--- src/rtl/erase_seq_pkg.sv ---
package erase_seq_pkg;

   localparam logic [7:0] OP_BLOCK_ERASE = 8'h50;
   localparam logic [7:0] OP_PAGE_ERASE  = 8'h81;
   localparam logic [7:0] OP_STATUS_RD   = 8'hD7;
   localparam logic [7:0] DUMMY_BYTE     = 8'h00;
   localparam logic [7:0] READY_MASK     = 8'h80;
   localparam int         FLASH_ADDR_W   = 24;

   typedef enum logic [2:0] {
      S_IDLE,
      S_DIV,
      S_CMD_TX,
      S_CMD_RX,
      S_POLL_WAIT,
      S_POLL_TX,
      S_POLL_RX,
      S_NEXT
   } seq_state_e;

endpackage

--- src/rtl/erase_div.sv ---
module erase_div #(
   parameter int NUM_W = 24,
   parameter int DEN_W = 11
) (
   input  logic             clk,
   input  logic             rst_n,
   input  logic             go,
   input  logic [NUM_W-1:0] num,
   input  logic [DEN_W-1:0] den,
   output logic [NUM_W-1:0] quot,
   output logic [DEN_W-1:0] rem,
   output logic             fin
);
   localparam int CNT_W = $clog2(NUM_W + 1);

   generate
      if (NUM_W < 2) begin : g_bad_num
         $error("erase_div: NUM_W must be at least 2");
      end
      if (DEN_W < 1) begin : g_bad_den
         $error("erase_div: DEN_W must be at least 1");
      end
   endgenerate

   logic [NUM_W-1:0] acc;
   logic [DEN_W-1:0] r;
   logic [CNT_W-1:0] cnt;
   logic             run;
   logic [DEN_W:0]   trial;
   logic [DEN_W:0]   diff;
   logic             take;

   assign trial = {r, acc[NUM_W-1]};
   assign take  = trial >= {1'b0, den};
   assign diff  = trial - {1'b0, den};

   always_ff @(posedge clk or negedge rst_n) begin
      if (!rst_n) begin
         acc <= '0;
         r   <= '0;
         cnt <= '0;
         run <= 1'b0;
         fin <= 1'b0;
      end else begin
         fin <= 1'b0;
         if (go) begin
            acc <= num;
            r   <= '0;
            cnt <= CNT_W'(NUM_W);
            run <= 1'b1;
         end else if (run) begin
            acc <= {acc[NUM_W-2:0], take};
            r   <= take ? diff[DEN_W-1:0] : trial[DEN_W-1:0];
            cnt <= cnt - 1'b1;
            if (cnt == CNT_W'(1)) begin
               run <= 1'b0;
               fin <= 1'b1;
            end
         end
      end
   end

   assign quot = acc;
   assign rem  = r;


   div_restart_chk: assert property (@(posedge clk) disable iff (!rst_n)
      go |-> !run);

endmodule

--- src/rtl/erase_step_plan.sv ---
module erase_step_plan #(
   parameter int PG_W     = 24,
   parameter int SHIFT_W  = 4,
   parameter int BLK_LOG2 = 3
) (
   input  logic               clk,
   input  logic               rst_n,
   input  logic               chk_en,
   input  logic [PG_W-1:0]    page_idx,
   input  logic [PG_W-1:0]    pages_left,
   input  logic [SHIFT_W-1:0] shift,
   output logic               use_block,
   output logic [PG_W-1:0]    step,
   output logic               last,
   output logic [7:0]         addr_hi,
   output logic [7:0]         addr_mid
);
   import erase_seq_pkg::*;

   localparam int WIDE_W = PG_W + (1 << SHIFT_W);
   localparam logic [PG_W-1:0] BLK_PAGES = PG_W'(1 << BLK_LOG2);

   generate
      if (BLK_LOG2 < 1 || BLK_LOG2 >= PG_W) begin : g_bad_blk
         $error("erase_step_plan: BLK_LOG2 out of range");
      end
      if (WIDE_W <= FLASH_ADDR_W) begin : g_bad_wide
         $error("erase_step_plan: address path narrower than flash address");
      end
   endgenerate

   logic [WIDE_W-1:0] wide;
   logic              aligned;
   logic              enough;

   assign wide      = {{(WIDE_W-PG_W){1'b0}}, page_idx} << shift;
   assign aligned   = page_idx[BLK_LOG2-1:0] == '0;
   assign enough    = pages_left >= BLK_PAGES;
   assign use_block = aligned && enough;
   assign step      = use_block ? BLK_PAGES : PG_W'(1);
   assign last      = pages_left == step;
   assign addr_hi   = wide[23:16];
   assign addr_mid  = wide[15:8];


   addr_fit_chk: assert property (@(posedge clk) disable iff (!rst_n)
      chk_en |-> (wide[WIDE_W-1:FLASH_ADDR_W] == '0) && (wide[7:0] == 8'h00));

endmodule

--- src/rtl/flash_erase_seq.sv ---
module flash_erase_seq #(
   parameter int ADDR_W   = 24,
   parameter int PSZ_W    = 11,
   parameter int SHIFT_W  = 4,
   parameter int GAP_W    = 8,
   parameter int POLL_W   = 16,
   parameter int BLK_LOG2 = 3
) (
   input  logic                clk,
   input  logic                rst_n,
   input  logic                req_valid,
   input  logic [ADDR_W-1:0]   req_start,
   input  logic [ADDR_W-1:0]   req_len,
   input  logic [PSZ_W-1:0]    cfg_page_size,
   input  logic [SHIFT_W-1:0]  cfg_page_shift,
   input  logic [ADDR_W:0]     cfg_dev_size,
   input  logic [GAP_W-1:0]    cfg_poll_gap,
   input  logic [POLL_W-1:0]   cfg_poll_limit,
   output logic                spi_cs,
   output logic                m_valid,
   output logic [7:0]          m_data,
   input  logic                m_ready,
   input  logic                m_rx_valid,
   input  logic [7:0]          m_rx_data,
   output logic                busy,
   output logic                done,
   output logic                err_invalid,
   output logic                err_timeout
);
   import erase_seq_pkg::*;

   localparam int PG_W   = ADDR_W;
   localparam int N_DIV  = 2;

   generate
      if (ADDR_W < 8 || ADDR_W > 32) begin : g_bad_addr
         $error("flash_erase_seq: ADDR_W must be 8..32");
      end
      if (PSZ_W >= ADDR_W) begin : g_bad_psz
         $error("flash_erase_seq: PSZ_W must be below ADDR_W");
      end
      if (POLL_W < 1 || GAP_W < 1) begin : g_bad_cnt
         $error("flash_erase_seq: counter widths must be positive");
      end
   endgenerate

   seq_state_e         st;
   logic [ADDR_W-1:0]  lat_start;
   logic [ADDR_W-1:0]  lat_len;
   logic               div_go;
   logic [ADDR_W-1:0]  div_num [N_DIV];
   logic [ADDR_W-1:0]  div_q   [N_DIV];
   logic [PSZ_W-1:0]   div_r   [N_DIV];
   logic [N_DIV-1:0]   div_fin;
   logic [PG_W-1:0]    page_idx;
   logic [PG_W-1:0]    pages_left;
   logic [1:0]         byte_ix;
   logic [GAP_W-1:0]   gap_cnt;
   logic [POLL_W:0]    poll_cnt;
   logic               cs_q;
   logic               use_block;
   logic [PG_W-1:0]    step;
   logic               last;
   logic [7:0]         addr_hi;
   logic [7:0]         addr_mid;
   logic               range_bad;
   logic               req_bad;
   logic               flash_ready;
   logic [7:0]         cmd_byte;

   assign div_num[0] = lat_start;
   assign div_num[1] = lat_len;

   genvar gi;
   generate
      for (gi = 0; gi < N_DIV; gi++) begin : g_div
         erase_div #(.NUM_W(ADDR_W), .DEN_W(PSZ_W)) u_div (
            .clk   (clk),
            .rst_n (rst_n),
            .go    (div_go),
            .num   (div_num[gi]),
            .den   (cfg_page_size),
            .quot  (div_q[gi]),
            .rem   (div_r[gi]),
            .fin   (div_fin[gi])
         );
      end
   endgenerate

   erase_step_plan #(.PG_W(PG_W), .SHIFT_W(SHIFT_W), .BLK_LOG2(BLK_LOG2)) u_plan (
      .clk        (clk),
      .rst_n      (rst_n),
      .chk_en     (st == S_CMD_TX),
      .page_idx   (page_idx),
      .pages_left (pages_left),
      .shift      (cfg_page_shift),
      .use_block  (use_block),
      .step       (step),
      .last       (last),
      .addr_hi    (addr_hi),
      .addr_mid   (addr_mid)
   );

   assign range_bad   = ({1'b0, lat_start} + {1'b0, lat_len}) > cfg_dev_size;
   assign req_bad     = range_bad || (cfg_page_size == '0) ||
                        (div_r[0] != '0) || (div_r[1] != '0);
   assign flash_ready = (m_rx_data & READY_MASK) != 8'h00;

   always_comb begin
      case (byte_ix)
         2'd0:    cmd_byte = use_block ? OP_BLOCK_ERASE : OP_PAGE_ERASE;
         2'd1:    cmd_byte = addr_hi;
         2'd2:    cmd_byte = addr_mid;
         default: cmd_byte = 8'h00;
      endcase
   end

   always_comb begin
      m_valid = (st == S_CMD_TX) || (st == S_POLL_TX);
      if (st == S_CMD_TX)
         m_data = cmd_byte;
      else if (st == S_POLL_TX)
         m_data = (byte_ix == 2'd0) ? OP_STATUS_RD : DUMMY_BYTE;
      else
         m_data = 8'h00;
   end

   assign busy   = st != S_IDLE;
   assign spi_cs = cs_q;

   always_ff @(posedge clk or negedge rst_n) begin
      if (!rst_n) begin
         st          <= S_IDLE;
         lat_start   <= '0;
         lat_len     <= '0;
         div_go      <= 1'b0;
         page_idx    <= '0;
         pages_left  <= '0;
         byte_ix     <= '0;
         gap_cnt     <= '0;
         poll_cnt    <= '0;
         cs_q        <= 1'b0;
         done        <= 1'b0;
         err_invalid <= 1'b0;
         err_timeout <= 1'b0;
      end else begin
         done        <= 1'b0;
         err_invalid <= 1'b0;
         err_timeout <= 1'b0;
         div_go      <= 1'b0;
         case (st)
            S_IDLE: begin
               if (req_valid) begin
                  lat_start <= req_start;
                  lat_len   <= req_len;
                  div_go    <= 1'b1;
                  st        <= S_DIV;
               end
            end
            S_DIV: begin
               if (&div_fin) begin
                  if (req_bad) begin
                     err_invalid <= 1'b1;
                     st          <= S_IDLE;
                  end else if (div_q[1] == '0) begin
                     done <= 1'b1;
                     st   <= S_IDLE;
                  end else begin
                     page_idx   <= div_q[0];
                     pages_left <= div_q[1];
                     byte_ix    <= '0;
                     cs_q       <= 1'b1;
                     st         <= S_CMD_TX;
                  end
               end
            end
            S_CMD_TX: begin
               if (m_ready) st <= S_CMD_RX;
            end
            S_CMD_RX: begin
               if (m_rx_valid) begin
                  if (byte_ix == 2'd3) begin
                     cs_q     <= 1'b0;
                     poll_cnt <= '0;
                     gap_cnt  <= cfg_poll_gap;
                     st       <= S_POLL_WAIT;
                  end else begin
                     byte_ix <= byte_ix + 2'd1;
                     st      <= S_CMD_TX;
                  end
               end
            end
            S_POLL_WAIT: begin
               if (gap_cnt == '0) begin
                  cs_q    <= 1'b1;
                  byte_ix <= '0;
                  st      <= S_POLL_TX;
               end else begin
                  gap_cnt <= gap_cnt - 1'b1;
               end
            end
            S_POLL_TX: begin
               if (m_ready) st <= S_POLL_RX;
            end
            S_POLL_RX: begin
               if (m_rx_valid) begin
                  if (byte_ix == 2'd0) begin
                     byte_ix <= 2'd1;
                     st      <= S_POLL_TX;
                  end else begin
                     cs_q <= 1'b0;
                     if (flash_ready) begin
                        page_idx   <= page_idx + step;
                        pages_left <= pages_left - step;
                        if (last) begin
                           done <= 1'b1;
                           st   <= S_IDLE;
                        end else begin
                           st <= S_NEXT;
                        end
                     end else if ((poll_cnt + 1'b1) >= {1'b0, cfg_poll_limit}) begin
                        err_timeout <= 1'b1;
                        st          <= S_IDLE;
                     end else begin
                        poll_cnt <= poll_cnt + 1'b1;
                        gap_cnt  <= cfg_poll_gap;
                        st       <= S_POLL_WAIT;
                     end
                  end
               end
            end
            S_NEXT: begin
               cs_q    <= 1'b1;
               byte_ix <= '0;
               st      <= S_CMD_TX;
            end
            default: st <= S_IDLE;
         endcase
      end
   end


   cs_during_byte_chk: assert property (@(posedge clk) disable iff (!rst_n)
      m_valid |-> spi_cs);


   hold_until_accept_chk: assert property (@(posedge clk) disable iff (!rst_n)
      m_valid && !m_ready |=> m_valid && $stable(m_data));


   done_pulse_chk: assert property (@(posedge clk) disable iff (!rst_n)
      done |=> !done);


   done_ends_busy_chk: assert property (@(posedge clk) disable iff (!rst_n)
      done |-> !busy && $past(busy));


   outcome_excl_chk: assert property (@(posedge clk) disable iff (!rst_n)
      $onehot0({done, err_invalid, err_timeout}));


   invalid_no_cs_chk: assert property (@(posedge clk) disable iff (!rst_n)
      err_invalid |-> !spi_cs && !$past(spi_cs));

endmodule

--- config.mk ---
export PLATFORM = sky130hd
export DESIGN_NAME = flash_erase_seq
export DESIGN_NICKNAME = d
export VERILOG_FILES = /design/src/rtl/erase_seq_pkg.sv /design/src/rtl/erase_div.sv /design/src/rtl/erase_step_plan.sv /design/src/rtl/flash_erase_seq.sv
export SDC_FILE = /design/constraint.sdc
export NUM_CORES = 1
export LEC_CHECK = 0
export BUFFER_PORTS_ARGS = -buffer_cell sky130_fd_sc_hd__buf_2
export CORE_MARGIN = 2
export CORE_UTILIZATION = 56
export DETAILED_ROUTE_END_ITERATION = 7
export PLACE_DENSITY = 0.78
export SETUP_SLACK_MARGIN = 0.15
export SLEW_MARGIN = 20
export SYNTH_ARGS = -nofsm -noshare
export SYNTH_HDL_FRONTEND = slang
export SYNTH_HIERARCHICAL = 1
export SYNTH_SLANG_ARGS = --single-unit
--- constraint.sdc ---
create_clock -name clk -period 4.3 [get_ports clk]
set_input_delay 0.215 -clock clk [delete_from_list [all_inputs] [get_ports clk]]
set_output_delay 0.215 -clock clk [all_outputs]
set_load 0.01 [all_outputs]
* Yosys cells after proc, flatten, opt, wreduce, memory -nomap -nowiden *
Cells that the tools add are included.

cells by class
  reductions and logical operators = 28
  shifts and indexed selects = 1
  muxes and demuxes = 112
  order comparisons = 5
  eq/ne operators = 30
  add/sub/neg operators = 10

operators by type and width
  kind                                                                                   number
  24-bit 2-to-1 mux                                                                      16
  17-bit 2-to-1 mux                                                                      6
  24-bit case mux with 2 select lines                                                    2
  8-bit 2-to-1 mux                                                                       11
  11-bit 2-to-1 mux                                                                      6
  8-bit case mux with 3 select lines                                                     2
  1-bit 2-to-1 mux                                                                       37
  3-bit 2-to-1 mux                                                                       12
  2-bit inequality test (second input constant)                                          17
  17-bit case mux with 2 select lines                                                    1
  24-bit by 24-bit adder with 25-bit output                                              1
  25-bit > comparator                                                                    1
  24-bit adder                                                                           1
  24-bit == test                                                                         1
  12-bit by 11-bit greater-or-equal comparator with 1-bit output                         2
  24-bit by 4-bit greater-or-equal comparator with 1-bit output (second input constant)  1
  24-bit logical NOT                                                                     1
  3-bit case mux with 8 select lines                                                     1
  24-bit by 4-bit << shifter with 24-bit output                                          1
  24-bit subtractor                                                                      1
  11-bit nonzero test                                                                    2
  11-bit subtractor                                                                      2
  7-bit AND reduction                                                                    3
  2-bit 2-to-1 mux                                                                       10
  other kinds (28)                                                                       48

storage, ports and cells
  output and inout port bits = 14
  input port bits = 125
  logic and storage cells = 209
  flip-flop bits (word level) = 215

* Logic depth before layout (Yosys ltp) *
  word-level depth = 9
  gate-level depth with buffers = 24
  gate-level depth less buffers = 22

* By module *
Netlist, hierarchy kept.

modules (own cells, without submodules)
  module           cells an instance  area each (um^2)  times used  seq. area each (um^2)
  flash_erase_seq  1292               10881.7           1           3278.1
  erase_div        273                2585.0            2           1051.0
  erase_step_plan  144                1436.4            1           0.0

* Worst setup path before layout *
OpenSTA, ideal clock, no wires.

  kind = flip-flop to flip-flop
  start = reg lat_start[0]
  end = reg page_idx[20]
  setup slack = -0.102 ns
  buffers on the path = 1
  required time = 4.229 ns
  cell stages (with the launch flop) = 24
  arrival time = 4.331 ns
  period minus slack after synthesis = 4.402 ns
  library setup time = 0.071 ns
  cell sequence = dfrtp_1 -> ha_1 -> inv_1 -> fa_1 -> nor2b_1 -> o21ai_2 -> a211oi_1 -> or3_1 -> a311o_1 -> a21o_1 -> a41oi_2 -> o21a_1 -> xnor2_1 -> ha_1 -> a21o_1 -> a21o_1 -> a21oi_1 -> o21ai_0 -> a21o_1 -> o21ai_2 -> nand2b_1 -> buf_6 -> or4_1 -> nand4_1

on the way
  cells in the longest elaborated chain, start to end = 7

ends and longest elaborated chain
  element                                    line                    text
  start: declaration                         flash_erase_seq.sv:48   logic [ADDR_W-1:0] lat_start;
  start signal: assignment                   flash_erase_seq.sv:154  lat_start <= req_start;
  24-bit by 24-bit adder with 25-bit output  flash_erase_seq.sv:104  assign range_bad = ({1'b0, lat_start} + {1'b0, lat_len}) > cfg_dev_size;
  25-bit > comparator                        flash_erase_seq.sv:104
  1-bit logical OR (2 in series)             flash_erase_seq.sv:105  assign req_bad = range_bad || (cfg_page_size == '0) ||
  1-bit logical OR                           flash_erase_seq.sv:106  (div_r[0] != '0) || (div_r[1] != '0);
  2-bit inequality test (no source line)     --
  7-bit AND reduction (no source line)       --
  end signal: assignment                     flash_erase_seq.sv:169  page_idx <= div_q[0];
  end signal: assignment                     flash_erase_seq.sv:213  page_idx <= page_idx + step;
  end: declaration                           flash_erase_seq.sv:55   logic [PG_W-1:0] page_idx;

Every way passes these cells.
A chain may end at the register's enable or synchronous reset.

* Worst setup path in the final report *
  start = reg lat_start[2]
  end = reg pages_left[1]

on the way
  cells in the longest elaborated chain, start to end = 7

ends and longest elaborated chain
  element                                    line                    text
  24-bit by 24-bit adder with 25-bit output  flash_erase_seq.sv:104
  25-bit > comparator                        flash_erase_seq.sv:104
  1-bit logical OR (2 in series)             flash_erase_seq.sv:105
  1-bit logical OR                           flash_erase_seq.sv:106
  2-bit inequality test (no source line)     --
  7-bit AND reduction (no source line)       --
  end signal: assignment                     flash_erase_seq.sv:170  pages_left <= div_q[1];
  end signal: assignment                     flash_erase_seq.sv:214  pages_left <= pages_left - step;
  end: declaration                           flash_erase_seq.sv:56   logic [PG_W-1:0] pages_left;

Every way passes these cells.

==> metrics.yaml <==
drt:
  met2_length_mm: 21.9
  met3_length_mm: 2.84
  ant_nets: 0
  viasPerCell: 6.11
  avgRoutedWirePerCell_um: 18.2
  highest-signal-layer: "met4"
  firstDrtPassIters: 6
  wl_mm: 47.2
  drc: 0
  drtIter0Drc: 1381
  vias: 15800
  met1Wirelength_mm: 20.9
final_layout:
  syn_to_final_growth_pct: 16.2
  instances_no_fill: 2594
  drive_above_1_share: 0.178
  fillers: 2390
  fin_area_um2: 20300
  num-nets-final: 2454
clocking:
  cts_buffers: 25
  clock-sinks: 215
  clockBufferDepth: 3
  cts_max_level: 1
  cts_root_buf: "clkbuf_16"
  clk_latency_ns: 0.53
  clk_pin_slew_ns: 0.06
  cts_tree: "done"
timing:
  rsz0062_at_grt: "true"
  setup_ws_ns: -0.259
  report.final.slew_viol_count: 0
  tightest_slew_ns: 0.898
  fmax_mhz: 219
  layout_min_cycle_time_ns: 4.56
  clock_skew_ns: 0.0202
  period_share: 1.06
  maxSlewHeadroom: 0.401
  finalSetupViolCount: 52
  hold_violations: 0
  setup-tns-final_ns: -9.48
floorplan:
  die-height_um: 181
  die-area_um2: 32700
  initial_utilization: 0.570
  core-area_um2: 30700
  row_count: 64
  die_x_um: 181
  pin_count: 139
hold_path:
  hp-class: "in2reg"
  min-delay-start: "cfg_poll_gap[2]"
placed_design:
  gp_congestion: 0.947
  placedCellCount: 2488
  dp_hpwl_mm: 33.9
  placed_area_um2: 18700
  port_buffers: 131
  place_ws_ns: -0.279
synthesis:
  synth_commonest_cells: "nand2_1, dfrtp_1, o21ai_0, ha_1, inv_1"
  syn_avg_cell_area_um2: 8.82
  synth_fa_ha_area_frac: 0.109
  synthSimpleGateAreaFrac: 0.163
  synth_seq_area_share: 0.308
  synth_compound_area_frac: 0.208
  synth_mux_area_frac: 0.111
  ys_types: 89
  synth_top_family_by_area: "compound AO/OA/AOI/OAI gates"
  synth_top_cell_by_area: "dfrtp_1"
  yosysTopAreaCellShare: 0.308
  synth-main-ff-cell: "dfrtp_1"
  async_flop_share: 1.00
  syn_inst: 1982
  ys_ff_latch: 215
  synth-edff-count: 0
  synth.area.top_cells: "dfrtp_1, ha_1, nand2_1"
  synth_xor_area_frac: 0.0381
  synth_most_common_cell: "nand2_1"
  ys_warn_count: 6
  syn_area_um2: 17500
power:
  ir_drop_mv: 0.547
  power_uw: 15900
  p_per_area_nw_per_um2: 781
  leakage_uw: 0.00948
setup_path:
  crit_slowest_cell: "a311oi_1"
  crit_required_ns: 4.70
  slowest_delay_ns: 0.49
  cp-startpoint: "lat_start[2]"
  r2r-start: "lat_start[2]"
  crit_type: "reg2reg"
  worst_setup_path_end_kind: "flip-flop"
  cp.buffers_inverters: 3
  worstPathCellList: "ha_1 -> buf_4 -> nand2_1 -> o211ai_1 -> nand4_1 -> a311oi_1 -> o41ai_1 -> nand4b_1 -> o21ai_1 -> a21oi_1 -> xnor2_1 -> ha_1 -> nand4_1 -> nor2_1 -> nand3_1 -> a21o_1 -> o21ai_2 -> buf_4 -> nand2b_4 -> buf_12 -> a211oi_2 -> a21oi_1"
  cp.arrival_ns: 4.96
  cp_top_family: "compound AO/OA/AOI/OAI gates"
  start_kind: "flip-flop"
  critical_path_peak_fanout: 8
status:
  status: "complete, but fails checks"
  violations: "setup timing"
global_route:
  grt-ovfl-total: 0
  gr-usage-all-layers: 0.286
  antenna_found_initial: 0
  grt_first_pass_wirelength_mm: 77.7
  grt_pass1_vias: 15500
  grt_max_degree: 128
run:
  drv_cap: 0
==> registers in the layout, summed over array words and instances (netlist names), 3 cells and up <==
| name | count |
|---|---|
| g_div.u_div/rem | 22 |
| lat_start | 24 |
| lat_len | 24 |
| page_idx | 24 |
| g_div.u_div/cnt | 10 |
| st | 3 |
| pages_left | 24 |
| g_div.u_div/quot | 48 |
| gap_cnt | 8 |
| poll_cnt | 17 |
==> metrics by stage <==
| stage | util | hold slack [ns] |
|---|---|---|
| after floorplan | - | -0.0806 |
| after global placement | 0.611 | 0.249 |
| after detailed placement | 0.611 | 0.252 |
| after CTS | 0.662 | 0.00644 |
| after global routing | 0.662 | 0.0207 |
| final | 0.662 | 0.0180 |
==> final cells by class <==
class	count	area (µm²)	share of cell area
antenna	1	2.50	0.000123
clock buffer	34	689	0.0339
clock inverter	10	131	0.00647
inverter	141	529	0.0260
multi-input combinational	1541	11200	0.553
sequential	215	5390	0.265
tap	396	495	0.0244
timing repair buffer	256	1850	0.0911
==> cells by family (layout without fill, tap and decap cells) <==
| group | Yosys count | in the layout |
|---|---|---|
| and+or+nand+nor | 596 | 597 |
| AOI/OAI and AO/OA | 542 | 542 |
| buffers and inverters | 248 | 441 |
| DFF | 215 | 215 |
| muxes | 155 | 155 |
| adders and majority gates | 149 | 149 |
| xor gates and xnor gates | 76 | 76 |
| other | 1 | 23 |
==> final timing paths <==
| check | to | slack (ns) | cells past startpoint |
|---|---|---|---|
| worst max-delay path | pages_left[1] | -0.26 | 22 |
| worst min-delay path | gap_cnt[2] | 0.02 | 3 |
| worst max register to register | pages_left[1] | -0.26 | 22 |
| worst min register to register | gap_cnt[5] | 0.49 | 1 |
| max in group asynchronous | page_idx[14] | 2.90 | 3 |
| min in group asynchronous | g_div[1].u_div/rem[5] | 0.24 | 2 |
==> power breakdown <==
| group | leakage [µW] | switching, µW | internal [µW] |
|---|---|---|---|
| Sequential | 0.00265 | 1210 | 2920 |
| Combinational | 0.00643 | 5030 | 4570 |
| Clock | 0.000403 | 843 | 1300 |
==> worst min-delay path, cell delays in order <==
cell and delay, ns:
buf_2 0.09, a21oi_1 0.05, o221ai_1 0.13
==> cell usage in the layout (no fill, tap or decap), types with 62 or more instances in the layout <==
| cell type | netlist | final |
|---|---|---|
| nand2_1 | 231 | 230 |
| dfrtp_1 | 215 | 212 |
| o21ai_0 | 152 | 142 |
| ha_1 | 144 | 142 |
| inv_1 | 139 | 138 |
| buf_2 | 11 | 130 |
| nor2_1 | 119 | 116 |
| a21oi_1 | 114 | 112 |
| mux2i_1 | 81 | 81 |
| buf_4 | 30 | 62 |
==> per-layer routing <==
layer	up-vias	GRT usage
li1	7582	-
met1	7605	0.401
met2	560	0.459
met3	93	0.0323
met4	0	0.105
met5	-	0
==> what timing repair did <==
action / 4_1_cts / 5_1_grt
setup endpoints to repair: 54 / 69
setup buffers: 4 / 0
gates resized for setup: 27 / 9
gates cloned: 4 / 0
pin swaps: 6 / 0
hold endpoints to repair: 140 / 0
hold buffers: 53 / 0
Power figures use the tool's default switching activity.
